**config.mk**
```make
export PLATFORM = sky130hd
export DESIGN_NAME = exc_sequencer
export DESIGN_NICKNAME = d
export VERILOG_FILES = /design/src/rtl/exc_pkg.sv /design/src/rtl/exc_arbiter.sv /design/src/rtl/exc_entry_calc.sv /design/src/rtl/exc_sequencer.sv
export SDC_FILE = /design/constraint.sdc
export NUM_CORES = 1
export LEC_CHECK = 0
export CAP_MARGIN = 10
export CORE_UTILIZATION = 44
export DETAILED_ROUTE_END_ITERATION = 10
export GPL_TIMING_DRIVEN = 0
export PLACE_DENSITY_LB_ADDON = 0.05
export SLEW_MARGIN = 40
export SYNTH_ARGS = -nofsm -noshare
export SYNTH_HDL_FRONTEND = slang
export SYNTH_HIERARCHICAL = 1
export SYNTH_SLANG_ARGS = --single-unit
```
**constraint.sdc**
```tcl
create_clock -name clk -period 3.1 [get_ports clk]
set_input_delay 0.31 -clock clk [delete_from_list [all_inputs] [get_ports clk]]
set_output_delay 0.31 -clock clk [all_outputs]
set_load 0.02 [all_outputs]
```
**src/rtl/exc_pkg.sv**
```systemverilog
package exc_pkg;

    localparam int DATA_W  = 32;
    localparam int MODE_W  = 5;
    localparam int NUM_EXC = 7;
    localparam int CODE_W  = $clog2(NUM_EXC);

    // status word bit positions
    localparam int PSR_T = 5;
    localparam int PSR_F = 6;
    localparam int PSR_I = 7;

    typedef logic [MODE_W-1:0] mode_t;
    typedef logic [DATA_W-1:0] word_t;

    localparam mode_t MODE_FIQ = 5'h11;
    localparam mode_t MODE_IRQ = 5'h12;
    localparam mode_t MODE_SVC = 5'h13;
    localparam mode_t MODE_ABT = 5'h17;
    localparam mode_t MODE_UND = 5'h1B;

    typedef enum logic [CODE_W-1:0] {
        EXC_RESET = 3'd0,
        EXC_UND   = 3'd1,
        EXC_SVC   = 3'd2,
        EXC_PABT  = 3'd3,
        EXC_DABT  = 3'd4,
        EXC_IRQ   = 3'd5,
        EXC_FIQ   = 3'd6
    } exc_e;

    typedef struct packed {
        logic  settle;
        logic  exc_taken;
        logic  ret_taken;
        exc_e  code;
        logic  psr_we;
        word_t psr;
        logic  spsr_we;
        mode_t spsr_mode;
        word_t spsr;
        logic  lr_we;
        mode_t lr_mode;
        word_t lr;
        logic  pc_we;
        word_t pc;
    } seq_t;

    // position in the service order, 0 = served first
    function automatic int unsigned rank_of(input exc_e c);
        case (c)
            EXC_RESET: return 0;
            EXC_DABT:  return 1;
            EXC_FIQ:   return 2;
            EXC_IRQ:   return 3;
            EXC_PABT:  return 4;
            EXC_UND:   return 5;
            default:   return 6;
        endcase
    endfunction

    function automatic mode_t target_mode(input exc_e c);
        case (c)
            EXC_UND:            return MODE_UND;
            EXC_PABT, EXC_DABT: return MODE_ABT;
            EXC_IRQ:            return MODE_IRQ;
            EXC_FIQ:            return MODE_FIQ;
            default:            return MODE_SVC;
        endcase
    endfunction

    function automatic word_t vector_offset(input exc_e c);
        case (c)
            EXC_UND:  return 32'h04;
            EXC_SVC:  return 32'h08;
            EXC_PABT: return 32'h0C;
            EXC_DABT: return 32'h10;
            EXC_IRQ:  return 32'h18;
            EXC_FIQ:  return 32'h1C;
            default:  return 32'h00;
        endcase
    endfunction

endpackage

```
**src/rtl/exc_arbiter.sv**
```systemverilog
module exc_arbiter
    import exc_pkg::*;
#(
    parameter int N = NUM_EXC
) (
    input  logic              clk,
    input  logic              rst_n,
    input  logic              enable,
    input  logic [N-1:0]      req_vec,
    input  logic              mask_i,
    input  logic              mask_f,
    output logic              grant_vld,
    output exc_e              grant_code
);

    logic [N-1:0] live;
    int unsigned  best_rank;

    // masking: interrupt and fast interrupt gated by their status bits
    always_comb begin
        live = req_vec;
        live[EXC_IRQ] = req_vec[EXC_IRQ] & ~mask_i;
        live[EXC_FIQ] = req_vec[EXC_FIQ] & ~mask_f;
        if (!enable) live = '0;
    end

    // pick the live request with the lowest rank
    always_comb begin
        grant_vld  = 1'b0;
        grant_code = EXC_RESET;
        best_rank  = N;
        for (int k = 0; k < N; k++) begin
            if (live[k] && rank_of(exc_e'(k)) < best_rank) begin
                best_rank  = rank_of(exc_e'(k));
                grant_code = exc_e'(k);
                grant_vld  = 1'b1;
            end
        end
    end


    irq_masked_chk: assert property (@(posedge clk) disable iff (!rst_n)
        (grant_vld && grant_code == EXC_IRQ) |-> !mask_i);


    fiq_masked_chk: assert property (@(posedge clk) disable iff (!rst_n)
        (grant_vld && grant_code == EXC_FIQ) |-> !mask_f);


    reset_first_chk: assert property (@(posedge clk) disable iff (!rst_n)
        (enable && req_vec[EXC_RESET]) |-> (grant_vld && grant_code == EXC_RESET));


    hold_off_chk: assert property (@(posedge clk) disable iff (!rst_n)
        !enable |-> !grant_vld);

endmodule

```
**src/rtl/exc_entry_calc.sv**
```systemverilog
module exc_entry_calc
    import exc_pkg::*;
#(
    parameter word_t VEC_BASE = '0
) (
    input  exc_e  code,
    input  word_t cur_psr,
    input  word_t cur_pc,
    output mode_t tgt_mode,
    output word_t new_psr,
    output word_t link_val,
    output word_t vec_pc
);

    localparam word_t STEP_ARM   = 32'd4;
    localparam word_t STEP_THUMB = 32'd2;
    localparam word_t DABT_ADJ   = 32'd8;

    always_comb begin
        tgt_mode = target_mode(code);
        vec_pc   = VEC_BASE + vector_offset(code);

        new_psr               = cur_psr;
        new_psr[MODE_W-1:0]   = tgt_mode;
        new_psr[PSR_T]        = 1'b0;
        new_psr[PSR_I]        = 1'b1;
        if (code == EXC_FIQ || code == EXC_RESET)
            new_psr[PSR_F] = 1'b1;

        case (code)
            EXC_DABT:         link_val = cur_pc + DABT_ADJ;
            EXC_UND, EXC_SVC: link_val = cur_pc + (cur_psr[PSR_T] ? STEP_THUMB : STEP_ARM);
            default:          link_val = cur_pc + STEP_ARM;
        endcase
    end

endmodule

```
**src/rtl/exc_sequencer.sv**
```systemverilog
module exc_sequencer
    import exc_pkg::*;
#(
    parameter logic [31:0] VEC_BASE = 32'h0000_0000
) (
    input  logic        clk,
    input  logic        rst_n,
    input  logic [31:0] cur_psr,
    input  logic [31:0] cur_pc,
    input  logic        req_reset,
    input  logic        req_und,
    input  logic        req_svc,
    input  logic        req_pabt,
    input  logic        req_dabt,
    input  logic        req_irq,
    input  logic        req_fiq,
    input  logic        ret_cmd,
    input  logic [31:0] saved_psr,
    input  logic [31:0] ret_pc,
    output logic        exc_taken,
    output logic        ret_taken,
    output logic [2:0]  exc_code,
    output logic        psr_we,
    output logic [31:0] psr_wdata,
    output logic        spsr_we,
    output logic [4:0]  spsr_mode,
    output logic [31:0] spsr_wdata,
    output logic        lr_we,
    output logic [4:0]  lr_mode,
    output logic [31:0] lr_wdata,
    output logic        pc_we,
    output logic [31:0] pc_wdata
);

    seq_t seq_d, seq_q;

    logic [NUM_EXC-1:0] req_vec;
    logic               decide_en;
    logic               grant_vld;
    exc_e               grant_code;
    mode_t              tgt_mode;
    word_t              new_psr, link_val, vec_pc;

    always_comb begin
        req_vec            = '0;
        req_vec[EXC_RESET] = req_reset;
        req_vec[EXC_UND]   = req_und;
        req_vec[EXC_SVC]   = req_svc;
        req_vec[EXC_PABT]  = req_pabt;
        req_vec[EXC_DABT]  = req_dabt;
        req_vec[EXC_IRQ]   = req_irq;
        req_vec[EXC_FIQ]   = req_fiq;
    end

    assign decide_en = ~seq_q.settle;

    exc_arbiter #(.N(NUM_EXC)) u_arb (
        .clk        (clk),
        .rst_n      (rst_n),
        .enable     (decide_en),
        .req_vec    (req_vec),
        .mask_i     (cur_psr[PSR_I]),
        .mask_f     (cur_psr[PSR_F]),
        .grant_vld  (grant_vld),
        .grant_code (grant_code)
    );

    exc_entry_calc #(.VEC_BASE(VEC_BASE)) u_calc (
        .code     (grant_code),
        .cur_psr  (cur_psr),
        .cur_pc   (cur_pc),
        .tgt_mode (tgt_mode),
        .new_psr  (new_psr),
        .link_val (link_val),
        .vec_pc   (vec_pc)
    );

    always_comb begin
        seq_d = '0;
        if (grant_vld) begin
            seq_d.settle    = 1'b1;
            seq_d.exc_taken = 1'b1;
            seq_d.code      = grant_code;
            seq_d.psr_we    = 1'b1;
            seq_d.psr       = new_psr;
            seq_d.spsr_we   = 1'b1;
            seq_d.spsr_mode = tgt_mode;
            seq_d.spsr      = cur_psr;
            seq_d.lr_we     = 1'b1;
            seq_d.lr_mode   = tgt_mode;
            seq_d.lr        = link_val;
            seq_d.pc_we     = 1'b1;
            seq_d.pc        = vec_pc;
        end else if (decide_en && ret_cmd) begin
            seq_d.settle    = 1'b1;
            seq_d.ret_taken = 1'b1;
            seq_d.psr_we    = 1'b1;
            seq_d.psr       = saved_psr;
            seq_d.pc_we     = 1'b1;
            seq_d.pc        = ret_pc;
        end
    end

    always_ff @(posedge clk or negedge rst_n) begin
        if (!rst_n) seq_q <= '0;
        else        seq_q <= seq_d;
    end

    assign exc_taken  = seq_q.exc_taken;
    assign ret_taken  = seq_q.ret_taken;
    assign exc_code   = seq_q.code;
    assign psr_we     = seq_q.psr_we;
    assign psr_wdata  = seq_q.psr;
    assign spsr_we    = seq_q.spsr_we;
    assign spsr_mode  = seq_q.spsr_mode;
    assign spsr_wdata = seq_q.spsr;
    assign lr_we      = seq_q.lr_we;
    assign lr_mode    = seq_q.lr_mode;
    assign lr_wdata   = seq_q.lr;
    assign pc_we      = seq_q.pc_we;
    assign pc_wdata   = seq_q.pc;


    spsr_copy_chk: assert property (@(posedge clk) disable iff (!rst_n)
        exc_taken |-> (spsr_we && spsr_wdata == $past(cur_psr)
                       && spsr_mode == psr_wdata[4:0] && lr_mode == psr_wdata[4:0]));


    entry_state_chk: assert property (@(posedge clk) disable iff (!rst_n)
        exc_taken |-> (!psr_wdata[PSR_T] && psr_wdata[PSR_I]
                       && psr_wdata[31:8] == $past(cur_psr[31:8])));


    ret_restore_chk: assert property (@(posedge clk) disable iff (!rst_n)
        ret_taken |-> (psr_we && pc_we && !spsr_we && !lr_we
                       && psr_wdata == $past(saved_psr) && pc_wdata == $past(ret_pc)));


    quiet_after_chk: assert property (@(posedge clk) disable iff (!rst_n)
        (exc_taken || ret_taken) |=> (!exc_taken && !ret_taken));


    idle_enables_chk: assert property (@(posedge clk) disable iff (!rst_n)
        (!exc_taken && !ret_taken) |-> (!psr_we && !spsr_we && !lr_we && !pc_we));


    vector_align_chk: assert property (@(posedge clk) disable iff (!rst_n)
        exc_taken |-> (pc_we && pc_wdata[1:0] == 2'b00 && pc_wdata - VEC_BASE <= 32'h1C));

endmodule

```
# Word level (Yosys, flattened, before mapping)
# Index checks and enable logic that the tools add are counted.
[totals]
regBits = 148
inputBits = 138
word_cells = 80
[op_classes]
add_sub_neg = 3
magnitude_cmp = 6
n_eq_ne = 6
mux = 35
bitwise_logic = 5
reduce_logical = 11
[ops]
columns = ["op", "count"]
rows = [
  ["33-bit 2-to-1 mux", 4],
  ["76-bit 2-to-1 mux", 1],
  ["32-bit case mux with 2 select lines", 1],
  ["3-bit 2-to-1 mux", 11],
  ["32-bit by 3-bit adder with 32-bit output, second input constant", 1],
  ["32-bit adder", 1],
  ["32-bit by 4-bit adder with 32-bit output, second input constant", 1],
  ["5-bit case mux with 6 select lines", 1],
  ["4-bit case mux with 4 select lines", 1],
  ["1-bit 2-to-1 mux", 13],
  ["3-bit == test, second input constant", 3],
  ["3-bit less-than comparator, first input constant", 3],
  ["1-bit logical AND", 7],
  ["7-bit 2-to-1 mux", 1],
  ["3-bit by 2-bit == test with 1-bit output, second input constant", 2],
  ["2-bit by 3-bit less-than comparator with 1-bit output, first input constant", 2],
  ["2-bit 2-to-1 mux", 2],
  ["2-bit OR reduction", 2],
  ["3-bit by 1-bit == test with 1-bit output, second input constant", 1],
  ["3-bit zero test", 1],
  ["1-bit by 3-bit less-than comparator with 1-bit output, first input constant", 1],
  ["1-bit inverter", 3],
  ["1-bit AND", 2],
  ["1-bit logical OR", 1],
]

# Longest topological paths before layout
[depth]
word_depth = 26
ltp_mapped = 10
ltp_nobuf = 9

# Modules after synthesis
# The synthesis kept the hierarchy.
[by_module_without_submodules]
columns = ["module", "n_inst", "cells_per_inst", "area_each_um2", "seq_area_each_um2"]
rows = [
  ["exc_sequencer", 1, 444, 5207.5, 3478.3],
  ["exc_entry_calc", 1, 295, 1971.9, 0.0],
  ["exc_arbiter", 1, 14, 92.6, 0.0],
]

# Least setup slack after synthesis
# Ideal clock, no wire load.
[synth_path]
kind = "register to register"
start = "register pc_we (netlist name)"
end = "register seq_q, in the netlist lr_wdata[18]"
setup_time_ps = 119
t_arrival_ps = 2389
t_required_ps = 2981
slack_ps = 592
stages_incl_launch_ff = 11
path_buffers = 1
synth_period_minus_slack_ps = 2508
cell_sequence = "dfrtp_1 > inv_1 > nand2b_1 > a211oi_1 > clkbuf_8 > xor2_1 > nand2_1 > o31ai_1 > a311oi_1 > or3_1 > and2_1"
[synth_lines]
columns = ["item", "line_no", "rtl"]
rows = [
  ["end signal, assigned", "exc_sequencer.sv:106", "else seq_q <= seq_d;"],
  ["end, declared", "exc_sequencer.sv:35", "seq_t seq_d, seq_q;"],
]

==> impl_metrics.csv <==
group,metric,value,unit
outcome,status,"finished clean",
cells_and_area,area.sequential,0.00348,mm²
setup_path,critPathMaxStageDelay,0.49,ns
logic_synthesis,synth_area_leaders,"dfrtp_1, buf_4, and2_1",
detailed_routing,drt_iter0_drc,328,
detailed_routing,vias_per_cell,4.78,
clocking,clk-insertion-delay-late,0.42,ns
grt,grt_overflow,0,
detailed_routing,ant_nets,0,
sta,rsz0062_at_grt,"no",
cells_and_area,syn_to_final_growth,53.0,%
power_and_ir_drop,leakage,0.00503,µW
power_and_ir_drop,power,5170,µW
logic_synthesis,ys_ff_latch,139,
clocking,numCtsBuffers,17,
detailed_routing,drc,0,
setup_path,path_delay_family,"compound AO/OA/AOI/OAI gates",
setup_path,cp.arrival,3.06,ns
detailed_routing,totalWireLength,21100,µm
logic_synthesis,ys_types,68,
logic_synthesis,synth-seq-area-share,47.8,%
sta,worst_pin_slew,0.675,ns
sta,fin_worst_skew,0.00578,ns
clocking,clkTransAtPathRegs,0.06,ns
detailed_routing,dr.pass1.iters,7,
power_and_ir_drop,swShare,25.6,%
power_and_ir_drop,p_clk_share,42.2,%
worst_hold_path,hold_class,"input port to register",
sta,min_period,2.75,ns
logic_synthesis,yosys_warnings,6,
place,placed_cells,1279,
cells_and_area,layoutNonFillerInstCount,1312,
sta,fin_hold_ws,0.120,ns
logic_synthesis,postSynthCellCount,753,
grt,antenna_found_initial,0,
sta,min_period_over_period,88.8,%
sta,slew_headroom,54.4,%
logic_synthesis,syn_avg_cell_area,9.66,µm²
power_and_ir_drop,p_sw,1320,µW
setup_path,cp_num_buf_inv,2,
grt,grt_first_pass_wirelength,32300,µm
cells_and_area,final_cell_mix,"clkdlybuf4s50_1, dfrtp_1, nand2_1",
logic_synthesis,yosys.area.top_type_share,47.8,%
grt,grt_start_max_net_pins,76,
logic_synthesis,synth_edf_count,0,
worst_hold_path,min_from,"cur_pc[0]",
setup_path,crit_start,"cur_psr[7]",
setup_path,crit_type,"input port to register",
logic_synthesis,async_flop_share,100,%
clocking,htree_levels,4,
die,ios,285,
cells_and_area,diodes,0,
detailed_routing,vias,6275,
cells_and_area,fin_nets,1226,
sta,setup_viol,0,
power_and_ir_drop,cell_internal_pwr,3850,µW
power_and_ir_drop,powerDensity,464,mW/mm²
logic_synthesis,synth_ff_type,"dfrtp_1",
cells_and_area,drive_gt1_share,14.0,%
die,core-area,0.0160,mm²
die,die_h,131,µm
setup_path,timing.rr.start,"pc_we",
detailed_routing,post_drt_wl_per_cell,16.1,µm
setup_path,critPathRequiredTime,3.41,ns
clocking,cts_tree,"yes",
power_and_ir_drop,p_seq_share,37.0,%
cells_and_area,nFillCells,1323,
setup_path,cp_max_fo,10,
setup_path,crit_path_start_kind,"input port",
setup_path,path_cells,"clkdlybuf4s50_1 > nand2b_4 > o21ai_1 > a211oi_2 > clkbuf_8 > xor2_1 > a31oi_2 > o22ai_1 > nand2_1 > xnor2_1 > and2_1",
die,dieWidth,131,µm
grt,track_usage,25.2,%
power_and_ir_drop,ir_drop,0.000378,V
place,dp_hpwl,15700,µm
clocking,root_buffer,"clkbuf_16",
sta,maxSlewViolCount,0,
setup_path,reg2reg_slack,0.38,ns
die,die_area,0.0170,mm²
clocking,clock-sinks,139,
clocking,cts_buffer_depth,2,
logic_synthesis,syn_area,0.00727,mm²
die,start_util,45.4,%
sta,max_freq,0.363,GHz
power_and_ir_drop,power_frac_comb,20.8,%
die,rows,46,
setup_path,crit_slowest_cell,"clkdlybuf4s50_1",
clocking,cts_setup_buffers,0,
place,io_buffers,278,
place,gp_congestion,0.932,
grt,grt_pass1_vias,6082,
setup_path,worst_setup_path_end_kind,"register",
logic_synthesis,synth_area_leader_cell,"dfrtp_1",
flow_run,maxCapViolations,0,
cells_and_area,final_common_cell,"clkdlybuf4s50_1",
cells_and_area,multi_input_area,0.00305,mm²
sta,hold_viol,0,
==> path summary, 6_finish.rpt <==
check / endpoint / depth (start not counted)
min in group asynchronous: pc_wdata[12] / 2
max in group asynchronous: lr_wdata[2] / 3
min: lr_wdata[0] / 2
min reg2reg: lr_we / 3
max: lr_wdata[14] / 11
max reg2reg: lr_wdata[14] / 10
==> power by group through the flow <==
stage | Combinational [µW] | Sequential (µW) | Clock [µW]
6_report | 1080 | 1910 | 2180
5_1_grt | 1180 | 1920 | 2300
4_1_cts | 1080 | 1910 | 2210
3_5_place_dp | 1070 | 1940 | 0
3_3_place_gp | 1060 | 1940 | 0
2_1_floorplan | 501 | 2020 | 0
==> worst register-to-register path, cell delays in order (launching register included) <==
cell and delay [ns]:
dfrtp_1 0.42, inv_1 0.09, nand2b_1 0.10, a211oi_2 0.36, clkbuf_8 0.27, xor2_1 0.28
a31oi_2 0.24, o22ai_1 0.42, nand2_1 0.13, xnor2_1 0.14, and2_1 0.16
==> metal layers <==
| metal | wire [µm] | vias to the layer above | share of wire, % | track usage, % |
|---|---|---|---|---|
| met5 | 0 | - | 0 | 0 |
| met1 | 8400 | 2916 | 40 | 30.2 |
| met2 | 10600 | 268 | 50 | 43.4 |
| met3 | 1800 | 30 | 8.5 | 7.17 |
| met4 | 385 | 0 | 1.8 | 8.52 |
| li1 | - | 3061 | - | - |
==> kinds of logic (layout without fill, tap and decap cells) <==
family,count (synthesis),count (layout),share of synthesized area [%]
AOI/OAI and AO/OA,132,132,11.0
buffers and inverters,123,435,11.9
adders and majority gates,5,5,0.964
and+or+nand+nor,328,328,25.2
DFF,139,139,47.8
xor gates and xnor gates,21,21,2.53
muxes,3,3,0.447
other,2,33,0.103
==> flip-flops by register name, indices dropped and copies added (netlist names) <==
| name | cells |
|---|---|
| lr_wdata | 32 |
| pc_wdata | 32 |
| psr_wdata | 32 |
| spsr_wdata | 32 |
| lr_mode | 5 |
| exc_code | 3 |
| lr_we | 1 |
| pc_we | 1 |
| ret_taken | 1 |
==> cell type report <==
type                       instances  area share, %
buffer                           111           7.39
clock buffer                      22           4.26
clock inverter                    10           1.45
inverter                          12          0.405
multi-input combinational        522           27.4
sequential                       139           31.3
tap                              216           2.43
timing repair buffer             280           25.4
==> stage by stage <==
step | TNS, ns | util (%) | area (µm²) | setup slack [ns]
4_1_cts | 0 | 69.5 | 11100 | 0.143
3_3_place_gp | -554.31 | 65.3 | 10400 | -3.98
6_report | 0 | 69.6 | 11100 | 0.347
2_1_floorplan | 0 | - | 7390 | 0.592
5_1_grt | 0 | 69.6 | 11100 | 0.148
3_5_place_dp | -2.71 | 65.5 | 10500 | -0.262
==> synth_stat cells (all sizes together) (2+ instances only) <==
library cell  number
a211oi             4
a21o               2
a21oi             14
a22oi              2
a311oi             3
a31oi              3
a32oi              3
and2              74
and3               9
buf               96
clkbuf            15
conb               2
dfrtp            139
ha                 4
inv               12
mux2               2
nand2             93
nand2b            70
nand3             16
nand4             14
nor2              26
nor2b              3
nor3              10
nor3b              3
nor4               3
o211ai             2
o21a               2
o21ai             79
o22ai              6
o311ai             4
or3                3
xnor2             15
xor2               6
==> timing repair <==
item,4_1_cts,5_1_grt
resized for setup,0,2
hold endpoints to repair,64,0
setup endpoints to repair,0,8
hold buffers,1,0
Note: power is estimated with default switching activity, not from simulation.
